$ cat src/rtl/acl_up_pkg.sv
package acl_up_pkg;
  localparam int TAG_W  = 16;
  localparam int SLOT_W = 20;

  // leading tag flags, placed from the tag MSB downward
  typedef struct packed {
    logic ready;
    logic addr_v;
    logic data_v;
    logic left_v;
    logic right_v;
  } tag_flags_t;

  localparam int FLAG_W = $bits(tag_flags_t);
endpackage

$ cat src/rtl/acl_up_hold.sv
module acl_up_hold #(
  parameter int W         = 8,
  parameter bit OVERWRITE = 1'b0
) (
  input  logic         clk,
  input  logic         rst_n,
  input  logic         in_valid,
  output logic         in_ready,
  input  logic [W-1:0] in_data,
  input  logic         take,
  output logic         full,
  output logic [W-1:0] data
);
  logic         full_q;
  logic [W-1:0] data_q;

  generate
    if (OVERWRITE) begin : g_newest_wins
      assign in_ready = 1'b1;
    end else begin : g_hold_one
      assign in_ready = ~full_q;
    end
  endgenerate

  // a transfer on the frame-start edge lands after the take
  always_ff @(posedge clk or negedge rst_n) begin
    if (!rst_n) begin
      full_q <= 1'b0;
      data_q <= '0;
    end else if (in_valid && in_ready) begin
      full_q <= 1'b1;
      data_q <= in_data;
    end else if (take) begin
      full_q <= 1'b0;
    end
  end

  assign full = full_q;
  assign data = data_q;
endmodule

$ cat src/rtl/acl_up_assemble.sv
module acl_up_assemble
  import acl_up_pkg::*;
#(
  parameter int ADDR_W  = 7,
  parameter int REG_W   = 16,
  parameter int SMP_W   = 18,
  parameter int FRAME_W = 256
) (
  input  logic                  ready,
  input  logic                  rsp_v,
  input  logic [ADDR_W-1:0]     rsp_addr,
  input  logic [REG_W-1:0]      rsp_data,
  input  logic [1:0]            smp_v,
  input  logic [1:0][SMP_W-1:0] smp,
  output logic [FRAME_W-1:0]    frame
);
  localparam int S1_TOP = FRAME_W - 1 - TAG_W;
  localparam int S2_TOP = S1_TOP - SLOT_W;
  localparam int S3_TOP = S2_TOP - SLOT_W;

  tag_flags_t flags;

  always_comb begin
    flags.ready   = ready;
    flags.addr_v  = rsp_v;
    flags.data_v  = rsp_v;
    flags.left_v  = smp_v[0];
    flags.right_v = smp_v[1];

    frame = '0;
    frame[FRAME_W-1 -: FLAG_W] = flags;
    if (rsp_v) begin
      frame[S1_TOP-1 -: ADDR_W] = rsp_addr;
      frame[S2_TOP -: REG_W]    = rsp_data;
    end
    for (int ch = 0; ch < 2; ch++) begin
      if (smp_v[ch]) frame[S3_TOP - ch*SLOT_W -: SMP_W] = smp[ch];
    end
  end
endmodule

$ cat src/rtl/acl_up_shift.sv
module acl_up_shift #(
  parameter int FRAME_W = 256
) (
  input  logic               clk,
  input  logic               rst_n,
  input  logic               sync,
  input  logic [FRAME_W-1:0] frame,
  output logic               start,
  output logic               sd_out
);
  logic               sync_q;
  logic               sd_q;
  logic [FRAME_W-2:0] rest;

  assign start = sync & ~sync_q;

  always_ff @(posedge clk or negedge rst_n) begin
    if (!rst_n) begin
      sync_q <= 1'b0;
      sd_q   <= 1'b0;
      rest   <= '0;
    end else begin
      sync_q <= sync;
      if (start) begin
        sd_q <= frame[FRAME_W-1];
        rest <= frame[FRAME_W-2:0];
      end else begin
        sd_q <= rest[FRAME_W-2];
        rest <= {rest[FRAME_W-3:0], 1'b0};
      end
    end
  end

  assign sd_out = sd_q;
endmodule

$ cat src/rtl/acl_upstream_ser.sv
module acl_upstream_ser
  import acl_up_pkg::*;
#(
  parameter int ADDR_W    = 7,
  parameter int REG_W     = 16,
  parameter int SMP_W     = 18,
  parameter int NUM_SLOTS = 12
) (
  input  logic              clk,
  input  logic              rst_n,
  input  logic              sync,
  input  logic              codec_ready,
  input  logic              rsp_valid,
  output logic              rsp_ready,
  input  logic [ADDR_W-1:0] rsp_addr,
  input  logic [REG_W-1:0]  rsp_data,
  input  logic              smp_l_valid,
  output logic              smp_l_ready,
  input  logic [SMP_W-1:0]  smp_l_data,
  input  logic              smp_r_valid,
  output logic              smp_r_ready,
  input  logic [SMP_W-1:0]  smp_r_data,
  output logic              sd_out
);
  localparam int FRAME_W = TAG_W + NUM_SLOTS * SLOT_W;
  localparam int RSP_W   = ADDR_W + REG_W;

  logic                  frame_start;
  logic                  rsp_full;
  logic [RSP_W-1:0]      rsp_held;
  logic [1:0]            smp_in_v;
  logic [1:0]            smp_in_r;
  logic [1:0][SMP_W-1:0] smp_in_d;
  logic [1:0]            smp_full;
  logic [1:0][SMP_W-1:0] smp_held;
  logic [FRAME_W-1:0]    frame;

  acl_up_hold #(.W(RSP_W), .OVERWRITE(1'b0)) u_rsp (
    .clk(clk), .rst_n(rst_n),
    .in_valid(rsp_valid), .in_ready(rsp_ready),
    .in_data({rsp_addr, rsp_data}),
    .take(frame_start), .full(rsp_full), .data(rsp_held)
  );

  assign smp_in_v    = {smp_r_valid, smp_l_valid};
  assign smp_in_d[0] = smp_l_data;
  assign smp_in_d[1] = smp_r_data;
  assign smp_l_ready = smp_in_r[0];
  assign smp_r_ready = smp_in_r[1];

  generate
    for (genvar ch = 0; ch < 2; ch++) begin : g_rec
      acl_up_hold #(.W(SMP_W), .OVERWRITE(1'b1)) u_smp (
        .clk(clk), .rst_n(rst_n),
        .in_valid(smp_in_v[ch]), .in_ready(smp_in_r[ch]),
        .in_data(smp_in_d[ch]),
        .take(frame_start), .full(smp_full[ch]), .data(smp_held[ch])
      );
    end
  endgenerate

  acl_up_assemble #(
    .ADDR_W(ADDR_W), .REG_W(REG_W), .SMP_W(SMP_W), .FRAME_W(FRAME_W)
  ) u_asm (
    .ready(codec_ready),
    .rsp_v(rsp_full),
    .rsp_addr(rsp_held[RSP_W-1 -: ADDR_W]),
    .rsp_data(rsp_held[REG_W-1:0]),
    .smp_v(smp_full),
    .smp(smp_held),
    .frame(frame)
  );

  acl_up_shift #(.FRAME_W(FRAME_W)) u_shift (
    .clk(clk), .rst_n(rst_n), .sync(sync), .frame(frame),
    .start(frame_start), .sd_out(sd_out)
  );
endmodule

$ cat config.mk
export PLATFORM = sky130hd
export DESIGN_NAME = acl_upstream_ser
export DESIGN_NICKNAME = d
export VERILOG_FILES = /design/src/rtl/acl_up_pkg.sv /design/src/rtl/acl_up_hold.sv /design/src/rtl/acl_up_assemble.sv /design/src/rtl/acl_up_shift.sv /design/src/rtl/acl_upstream_ser.sv
export SDC_FILE = /design/constraint.sdc
export NUM_CORES = 1
export LEC_CHECK = 0
export BUFFER_PORTS_ARGS = -buffer_cell sky130_fd_sc_hd__buf_2
export CELL_PAD_IN_SITES_DETAIL_PLACEMENT = 1
export CELL_PAD_IN_SITES_GLOBAL_PLACEMENT = 2
export CORE_MARGIN = 10
export CORE_UTILIZATION = 43
export DETAILED_ROUTE_END_ITERATION = 6
export PLACE_DENSITY_LB_ADDON = 0.15
export RECOVER_POWER = 50
export SLEW_MARGIN = 0
export SYNTH_ARGS = -nofsm -noshare
export SYNTH_HDL_FRONTEND = slang
export SYNTH_SLANG_ARGS = --single-unit
$ cat constraint.sdc
create_clock -name clk -period 3.26 [get_ports clk]
set_input_delay 0.489 -clock clk [delete_from_list [all_inputs] [get_ports clk]]
set_output_delay 0.489 -clock clk [all_outputs]
set_load 0.05 [all_outputs]
==> flow_summary.json, run 1 <==
{
  "failed_checks": "max-capacitance violations, max-slew violations",
  "tightest_slew_ps": 1680,
  "ys_warn_count": 0,
  "cpPeakStageDelay_ps": 1190,
  "grt_overflow": 0,
  "grtUsageTotal": 0.122,
  "cts-root-buf": "clkbuf_16",
  "drt_iter0_markers": 83,
  "final_common_cell": "dfrtp_1",
  "crit_chain": "clkbuf_2, clkbuf_1",
  "clk-insertion-delay-late_ps": 420,
  "firstDrtPassIters": 4,
  "slew_violations": 67,
  "grt_pass1_wl_um": 19300,
  "path_buf_inv": 2,
  "slew-limit-headroom": -0.117,
  "hold_violations": 0,
  "critPathLaunchType": "input pin",
  "yosys_register_bits": 157,
  "dieArea_sq_mm": 0.0195,
  "synth.top_cell.area_share": 0.637,
  "die_x_um": 140,
  "setup_ws_ps": 1130,
  "final_util": 0.510,
  "drv_cap": 1,
  "antenna_cells": 0,
  "numCtsBuffers": 17,
  "gp_congestion": 0.709,
  "vias_per_cell": 4.68,
  "clkSinkCount": 157,
  "synth_compound_area_frac": 0.00325,
  "post-route-drc-count": 0,
  "start_util": 0.441,
  "ctsResizeCount": 0,
  "fp.coreArea_sq_mm": 0.0140,
  "cts_tree": "built",
  "required_ps": 3660,
  "placementRows": 43,
  "yosys.area_share.simple": 0.0704,
  "drt.antenna.violating_nets": 0,
  "io_buffers": 67,
  "syn2layout_area_growth_pct": 15.7,
  "drt-total-wl_um": 11300,
  "first_global_vias": 3840,
  "critical_path_arrival_ps": 2520,
  "fin_crit_ps": 2130,
  "holdCritPathClass": "input pin to flip-flop",
  "synthAdderAreaFrac": 0,
  "final_cell_mix": "dfrtp_1 (157), buf_2 (63), inv_1 (59), nand2_1 (58), mux2i_1 (58)",
  "layout-drive-gt1-share": 0.293,
  "crit_fanout": 67,
  "rsz0062_at_grt": "false",
  "dpl.hpwl_um": 7370,
  "skew_ps": 5.29,
  "vias": 3368,
  "dieHeight_um": 140,
  "synth.distinct_cells": 20,
  "num_io_pins": 70,
  "ctsHoldBuffers": 0,
  "crit_slowest_cell": "clkbuf_2",
  "syn_area_sq_mm": 0.00617,
  "leakage_uw": 0.00354,
  "dp_slack_ps": 1320,
  "synthCells": 462,
  "cts_setup_buffers": 0,
  "yosys-top-cells-area": "dfrtp_1 (64%), mux2i_1 (9.4%), mux2_2 (8.0%)",
  "synth_top_family_by_area": "multiplexers",
  "num-fill-cells": 1424,
  "yosys.area.top_type": "dfrtp_1",
  "path_class": "input pin to async pin",
  "synth_mux_area_frac": 0.223,
  "fin_crit_sh": 0.652,
  "setup_violations": 0,
  "rrSetupSlack_ps": 1590,
  "p_per_area_mw_per_mm2": 664,
  "max_freq_mhz": 470,
  "fin_nets": 595,
  "crit_family": "buffers and inverters",
  "end_kind": "async pin",
  "wl_per_cell_um": 15.7,
  "antenna_found_initial": 0,
  "tns_ps": 0,
  "status": "finished, violations left",
  "grt_max_degree": 68,
  "cts_buffer_depth": 2,
  "htreeDepth": 4,
  "synth_xor_area_frac": 0,
  "syn_area_per_cell_sq_um": 13.3,
  "ys_seq_area_frac": 0.637,
  "clk_pin_slew_worst_paths_ps": 50,
  "irDropWorstVdd_v": 0.000379
}
==> power breakdown <==
group | internal, uW | total (uW) | switching [uW]
logic | 321 | 603 | 282
registers | 2280 | 2410 | 133
clock network | 1020 | 1720 | 706
==> final timing paths <==
| check | start | end | cells after the start |
|---|---|---|---|
| worst max-delay path | rst_n | u_shift.rest[202] | 2 |
| max in group clk | u_rsp.full | rsp_ready | 3 |
| worst min register to register | u_shift.rest[238] | u_shift.rest[239] | 1 |
| worst max register to register | u_shift.sync_q | u_shift.rest[218] | 3 |
| worst min-delay path | sync | u_shift.sync_q | 1 |
| min in group asynchronous | rst_n | g_rec[0].u_smp.data[8] | 1 |
==> synthesized netlist by cell type <==
| library cell | count |
|---|---|
| mux2i_1 | 58 |
| mux2_2 | 44 |
| nor2b_1 | 2 |
| nand2b_1 | 1 |
| a21o_1 | 2 |
| dfrtp_1 | 157 |
| clkbuf_1 | 4 |
| buf_6 | 1 |
| nand2_1 | 58 |
| buf_4 | 10 |
| conb_1 | 1 |
| mux2_4 | 20 |
| a21oi_1 | 1 |
| buf_8 | 2 |
| and2_1 | 30 |
| and3_1 | 1 |
| nor2_1 | 1 |
| clkbuf_2 | 3 |
| inv_1 | 59 |
| buf_2 | 7 |
==> area by class of cell <==
class                   count  area, sq um  area share
multi-input cells         220         1850       0.260
flip-flops and latches    157         3930       0.550
inverters                  59          221      0.0310
clock buffers              27          493      0.0691
clock inverters             2         10.0     0.00140
well taps                 180          225      0.0316
repair buffers             74          405      0.0568
==> sequential cells by signal (all words and copies together) (netlist names) <==
signal	count
u_rsp.data	23
u_shift.sync_q	1
u_shift.rest	93
u_rsp.full	1
g_rec.u_smp.full	2
u_shift.sd_out	1
g_rec.u_smp.data	36
==> layer usage <==
metal / GRT usage / routed length (um) / share of wire
met3: 0.0504 / 603 / 0.054
met5: 0 / 0 / 0
met4: 0.0424 / 131 / 0.012
met2: 0.188 / 5420 / 0.48
met1: 0.151 / 5120 / 0.45
==> cell families (layout without fill, tap and decap cells) <==
family | after synthesis | count (layout)
AO/OA/AOI/OAI | 3 | 3
buffers and inverters | 86 | 162
flip-flops | 157 | 157
multiplexers | 122 | 122
other | 1 | 2
AND/OR/NAND/NOR | 93 | 93
==> metrics by stage <==
step | hold slack, ps | total power (uW) | cells | cell area [sq um]
global placement | 432 | 3020 | 690 | 6650
CTS | 86.6 | 4820 | 719 | 7150
floorplan | 193 | 2860 | 463 | 6170
global route | 226 | 5000 | 719 | 7140
finish | 221 | 4740 | 719 | 7140
detailed placement | 436 | 3060 | 690 | 6650
(Power assumes the default switching activity.)
==> run 2, diff against run 1 <==
Settings changed: CORE_UTILIZATION 43 to 40.
Clock period 3.26 ns to 2.2 ns, I/O delays scaled along.
==> flow_summary.json, run 2 (synthesis gave the netlist of run 1 again) <==
{
  "clkSinkCount": 157,
  "die_x_um": 144,
  "irDropWorstVdd_v": 0.000567,
  "critical_path_arrival_ps": 1430,
  "clk-insertion-delay-late_ps": 420,
  "setup_violations": 0,
  "gp_congestion": 0.687,
  "required_ps": 1870,
  "post-route-drc-count": 0,
  "tightest_slew_ps": 1100,
  "multi_input_area_sq_mm": 0.00185,
  "drt_iter0_markers": 134,
  "start_util": 0.407,
  "first_global_vias": 3855,
  "status": "finished, final reports clean",
  "io_buffers": 67,
  "fp.coreArea_sq_mm": 0.0151,
  "crit_fanout": 28,
  "placementRows": 45,
  "wl_per_cell_um": 15.6,
  "fin_crit_ps": 1760,
  "clk_pin_slew_worst_paths_ps": 60,
  "dp_slack_ps": 639,
  "dieArea_sq_mm": 0.0208,
  "vias_per_cell": 4.61,
  "top_register": "u_shift.rest",
  "htreeDepth": 4,
  "cts-root-buf": "clkbuf_16",
  "numCtsBuffers": 17,
  "final-seq-area_sq_mm": 0.00393,
  "path_class": "flip-flop to primary output",
  "final_common_cell": "dfrtp_1",
  "drt.antenna.violating_nets": 0,
  "vias": 3386,
  "grt_max_degree": 58,
  "drt-total-wl_um": 11500,
  "power_frac_seq": 0.472,
  "num-fill-cells": 1565,
  "drv_cap": 0,
  "grtUsageTotal": 0.123,
  "layout-drive-gt1-share": 0.308,
  "cts_buffer_depth": 2,
  "leakage_uw": 0.00362,
  "syn2layout_area_growth_pct": 19.0,
  "firstDrtPassIters": 3,
  "antenna_found_initial": 0,
  "end_kind": "primary output",
  "cts_tree": "built",
  "skew_ps": 7.76,
  "combPwrFrac": 0.119,
  "setup_ws_ps": 440,
  "critPathLaunchType": "flip-flop",
  "p_sw_frac": 0.232,
  "final_cell_area_sq_mm": 0.00733,
  "max_freq_mhz": 568,
  "internal_power_uw": 5840,
  "num_io_pins": 70,
  "tns_ps": 0,
  "p_switching_uw": 1760,
  "power.share.clock": 0.410,
  "placed_cells": 701,
  "grt_pass1_wl_um": 19800,
  "fin_crit_sh": 0.800,
  "slew-limit-headroom": 0.269,
  "ctsResizeCount": 0,
  "dieHeight_um": 144,
  "grt_overflow": 0,
  "final_cell_mix": "dfrtp_1 (157), buf_2 (63), inv_1 (59), nand2_1 (58), mux2i_1 (58)",
  "dpl_cell_area_sq_mm": 0.00671,
  "rsz0062_at_grt": "false",
  "dpl.hpwl_um": 7430,
  "largest_register_ffs": 93,
  "holdCritPathClass": "input pin to flip-flop",
  "slew_violations": 0,
  "p_per_area_mw_per_mm2": 1040,
  "fin_nets": 599,
  "hold_violations": 0,
  "fin_cells": 734,
  "antenna_cells": 0
}
[run 2: cell types whose count changed in the layout (fill, tap and decap cells not counted), sizes merged]
| cell | delta |
|---|---|
| clkbuf | -5 |
| bufinv | +4 |
| clkinv | +3 |
| buf | +2 |
| clkinvlp | +2 |
| dlygate4sd3 | +1 |
[run 2: worst paths after layout]
kind | startpoint | endpoint | slack [ps] | depth (start not counted)
max in group asynchronous | rst_n | g_rec[0].u_smp.data[10] | 530 | 3
setup / recovery | u_rsp.full | rsp_ready | 440 | 3
hold reg to reg | u_shift.rest[202] | u_shift.rest[203] | 450 | 1
setup reg to reg | u_rsp.full | u_rsp.data[21] | 690 | 3
min in group asynchronous | rst_n | g_rec[0].u_smp.data[6] | 440 | 2
hold / removal | sync | u_shift.sync_q | 70 | 1
[run 2: through the flow]
| stage | utilization | power, uW | hold WS (ps) |
|---|---|---|---|
| finish | 0.484 | 7600 | 68.6 |
| global route | 0.484 | 8030 | 70.5 |
| CTS | 0.485 | 7740 | 32.9 |
| detailed placement | 0.443 | 4550 | 331 |
| global placement | 0.443 | 4500 | 332 |
| floorplan | - | 4240 | 34.4 |
[run 2: timing repair]
item	CTS	global route
hold buffers	1	0
setup buffers	0	0
endpoints found under the hold margin	52	0
[run 2: power groups by stage]
stage          Combinational [uW]  Sequential (uW)  Clock, uW
2_1_floorplan                 682             3550          0
3_5_place_dp                  918             3630          0
4_1_cts                       933             3590       3210
6_report                      901             3580       3120
5_1_grt                      1030             3650       3350
3_3_place_gp                  875             3620          0
[run 2: layout make-up]
cell class / instances / share of cell area
inverters: 59 / 0.0302
clock buffers: 21 / 0.0641
multi-input cells: 220 / 0.253
flip-flops and latches: 157 / 0.536
well taps: 188 / 0.0321
repair buffers: 78 / 0.0629
clock inverters: 11 / 0.0223
[run 2: layer usage]
metal | vias up | global-route usage | routed length, um
met5 | - | 0 | 0
met4 | 0 | 0.0511 | 150
met3 | 11 | 0.0403 | 562
met2 | 52 | 0.190 | 5440
met1 | 1726 | 0.154 | 5320
li1 | 1597 | - | -
[run 2: worst max-delay path, stage by stage, from the launching register on]
cell and delay, ps:
dfrtp_1 400, buf_4 330, inv_1 60, buf_2 210
==> run 3, diff against run 2 <==
Clock period 2.2 ns to 1.67 ns, I/O delays scaled along.
==> flow_summary.json, run 3 (synthesis gave the netlist of run 1 again) <==
{
  "fin_nets": 599,
  "required_ps": 1420,
  "skew_ps": 5.64,
  "cts_tree": "built",
  "clk_pin_slew_worst_paths_ps": 60,
  "start_util": 0.407,
  "grtUsageTotal": 0.121,
  "setup_violations": 0,
  "tightest_slew_ps": 772,
  "firstDrtPassIters": 4,
  "die_x_um": 144,
  "largest_register_ffs": 93,
  "syn2layout_area_growth_pct": 20.3,
  "end_kind": "primary output",
  "grt_overflow": 0,
  "fin_crit_sh": 0.940,
  "placementRows": 45,
  "layout-drive-gt1-share": 0.315,
  "fp.coreArea_sq_mm": 0.0151,
  "p_per_area_mw_per_mm2": 1410,
  "numCtsBuffers": 17,
  "combPwrFrac": 0.114,
  "max_freq_mhz": 637,
  "wl_per_cell_um": 15.5,
  "crit_fanout": 28,
  "cts-root-buf": "clkbuf_16",
  "power_frac_seq": 0.451,
  "hold_violations": 0,
  "vias_per_cell": 4.62,
  "grt_pass1_wl_um": 19800,
  "final_common_cell": "dfrtp_1",
  "hold_path_startpoint": "rsp_addr[1]",
  "p_switching_uw": 2330,
  "reg2regPathDepth": 3,
  "rsz0062_at_grt": "false",
  "vias": 3391,
  "irDropWorstVdd_v": 0.000769,
  "cts_buffer_depth": 2,
  "path_class": "flip-flop to primary output",
  "antenna_cells": 0,
  "cts_setup_buffers": 0,
  "r2r-end": "u_rsp.data[9]",
  "num_io_pins": 70,
  "internal_power_uw": 8160,
  "final_cell_mix": "dfrtp_1 (156), buf_2 (64), inv_1 (59), nand2_1 (58), mux2i_1 (58)",
  "dieArea_sq_mm": 0.0208,
  "post-route-drc-count": 0,
  "slew_violations": 0,
  "drt.antenna.violating_nets": 0,
  "htreeDepth": 4,
  "p_sw_frac": 0.222,
  "worstSetupStartpoint": "u_rsp.full",
  "hold_depth": 2,
  "min_to": "u_rsp.data[17]",
  "drv_cap": 0,
  "first_global_vias": 3875,
  "reg2reg_from": "u_rsp.full",
  "io_buffers": 67,
  "drt_iter0_markers": 135,
  "status": "finished, final reports clean",
  "critical_path_arrival_ps": 1320,
  "holdCritPathClass": "input pin to flip-flop",
  "grt_max_degree": 58,
  "tns_ps": 0,
  "clkSinkCount": 157,
  "slew-limit-headroom": 0.486,
  "leakage_uw": 0.00367,
  "power.share.clock": 0.436,
  "totalPowerFinal_uw": 10500,
  "dpl.hpwl_um": 7300,
  "antenna_found_initial": 0,
  "rrSetupSlack_ps": 340,
  "critPathLaunchType": "flip-flop",
  "clk-insertion-delay-late_ps": 420,
  "dieHeight_um": 144,
  "drt-total-wl_um": 11400,
  "top_register": "u_shift.rest",
  "fin_crit_ps": 1570,
  "gp_congestion": 0.719
}
run 3: cell types whose count changed in the layout (fill, tap and decap cells not counted), sizes merged:
cell and delta:
bufinv +3, dlygate4sd3 +1, clkbuf -1, clkinv -3
run 3: what timing repair did:
item,in CTS,in global routing
setup endpoints to repair,1,1
hold buffers,2,0
endpoints found under the hold margin,158,0
resized for setup,1,4
run 3: layer usage:
metal | wire length (um) | track usage | vias to the layer above
met5 | 0 | 0 | -
met4 | 155 | 0.0495 | 0
met3 | 522 | 0.0426 | 15
met2 | 5470 | 0.187 | 52
met1 | 5220 | 0.153 | 1731
li1 | - | - | 1593
run 3: how the worst max path moves through the flow:
stage,depth (start not counted),endpoint,slack (ps)
finish,3,rsp_ready,100
global route,3,u_rsp.data[15],20
CTS,3,rsp_ready,20
detailed placement,3,u_rsp.data[10],380
global placement,3,u_rsp.data[9],400
floorplan,3,rsp_ready,430
run 3: area by class of cell:
type                    count  area, sq um
fillers                  1563         7730
flip-flops and latches    157         3930
multi-input cells         220         1850
repair buffers             78          473
clock buffers              21          470
clock inverters            11          235
well taps                 188          235
inverters                  59          221
run 3: worst max-delay path, stage by stage, from the launching register on:
cell      delay (ps)
dfrtp_2          440
buf_12           180
inv_1             60
clkbuf_4         220
run 3: metrics by stage:
step,area (sq um),instances,setup slack [ps],util,hold WS (ps)
after global placement,6710,700,404,0.443,54.3
after detailed placement,6710,700,375,0.443,53.0
final,7420,734,101,0.490,58.1
after global routing,7420,734,22.4,0.490,33.4
after CTS,7440,734,17.1,0.491,33.7
after floorplan,6170,463,431,-,-45.1
run 3: power groups by stage:
stage / logic [uW] / clock network (uW) / registers, uW
6_report: 1190 / 4570 / 4720
5_1_grt: 1360 / 4860 / 4810
4_1_cts: 1240 / 4710 / 4740
3_5_place_dp: 1220 / 0 / 4790
3_3_place_gp: 1150 / 0 / 4780
2_1_floorplan: 899 / 0 / 4680
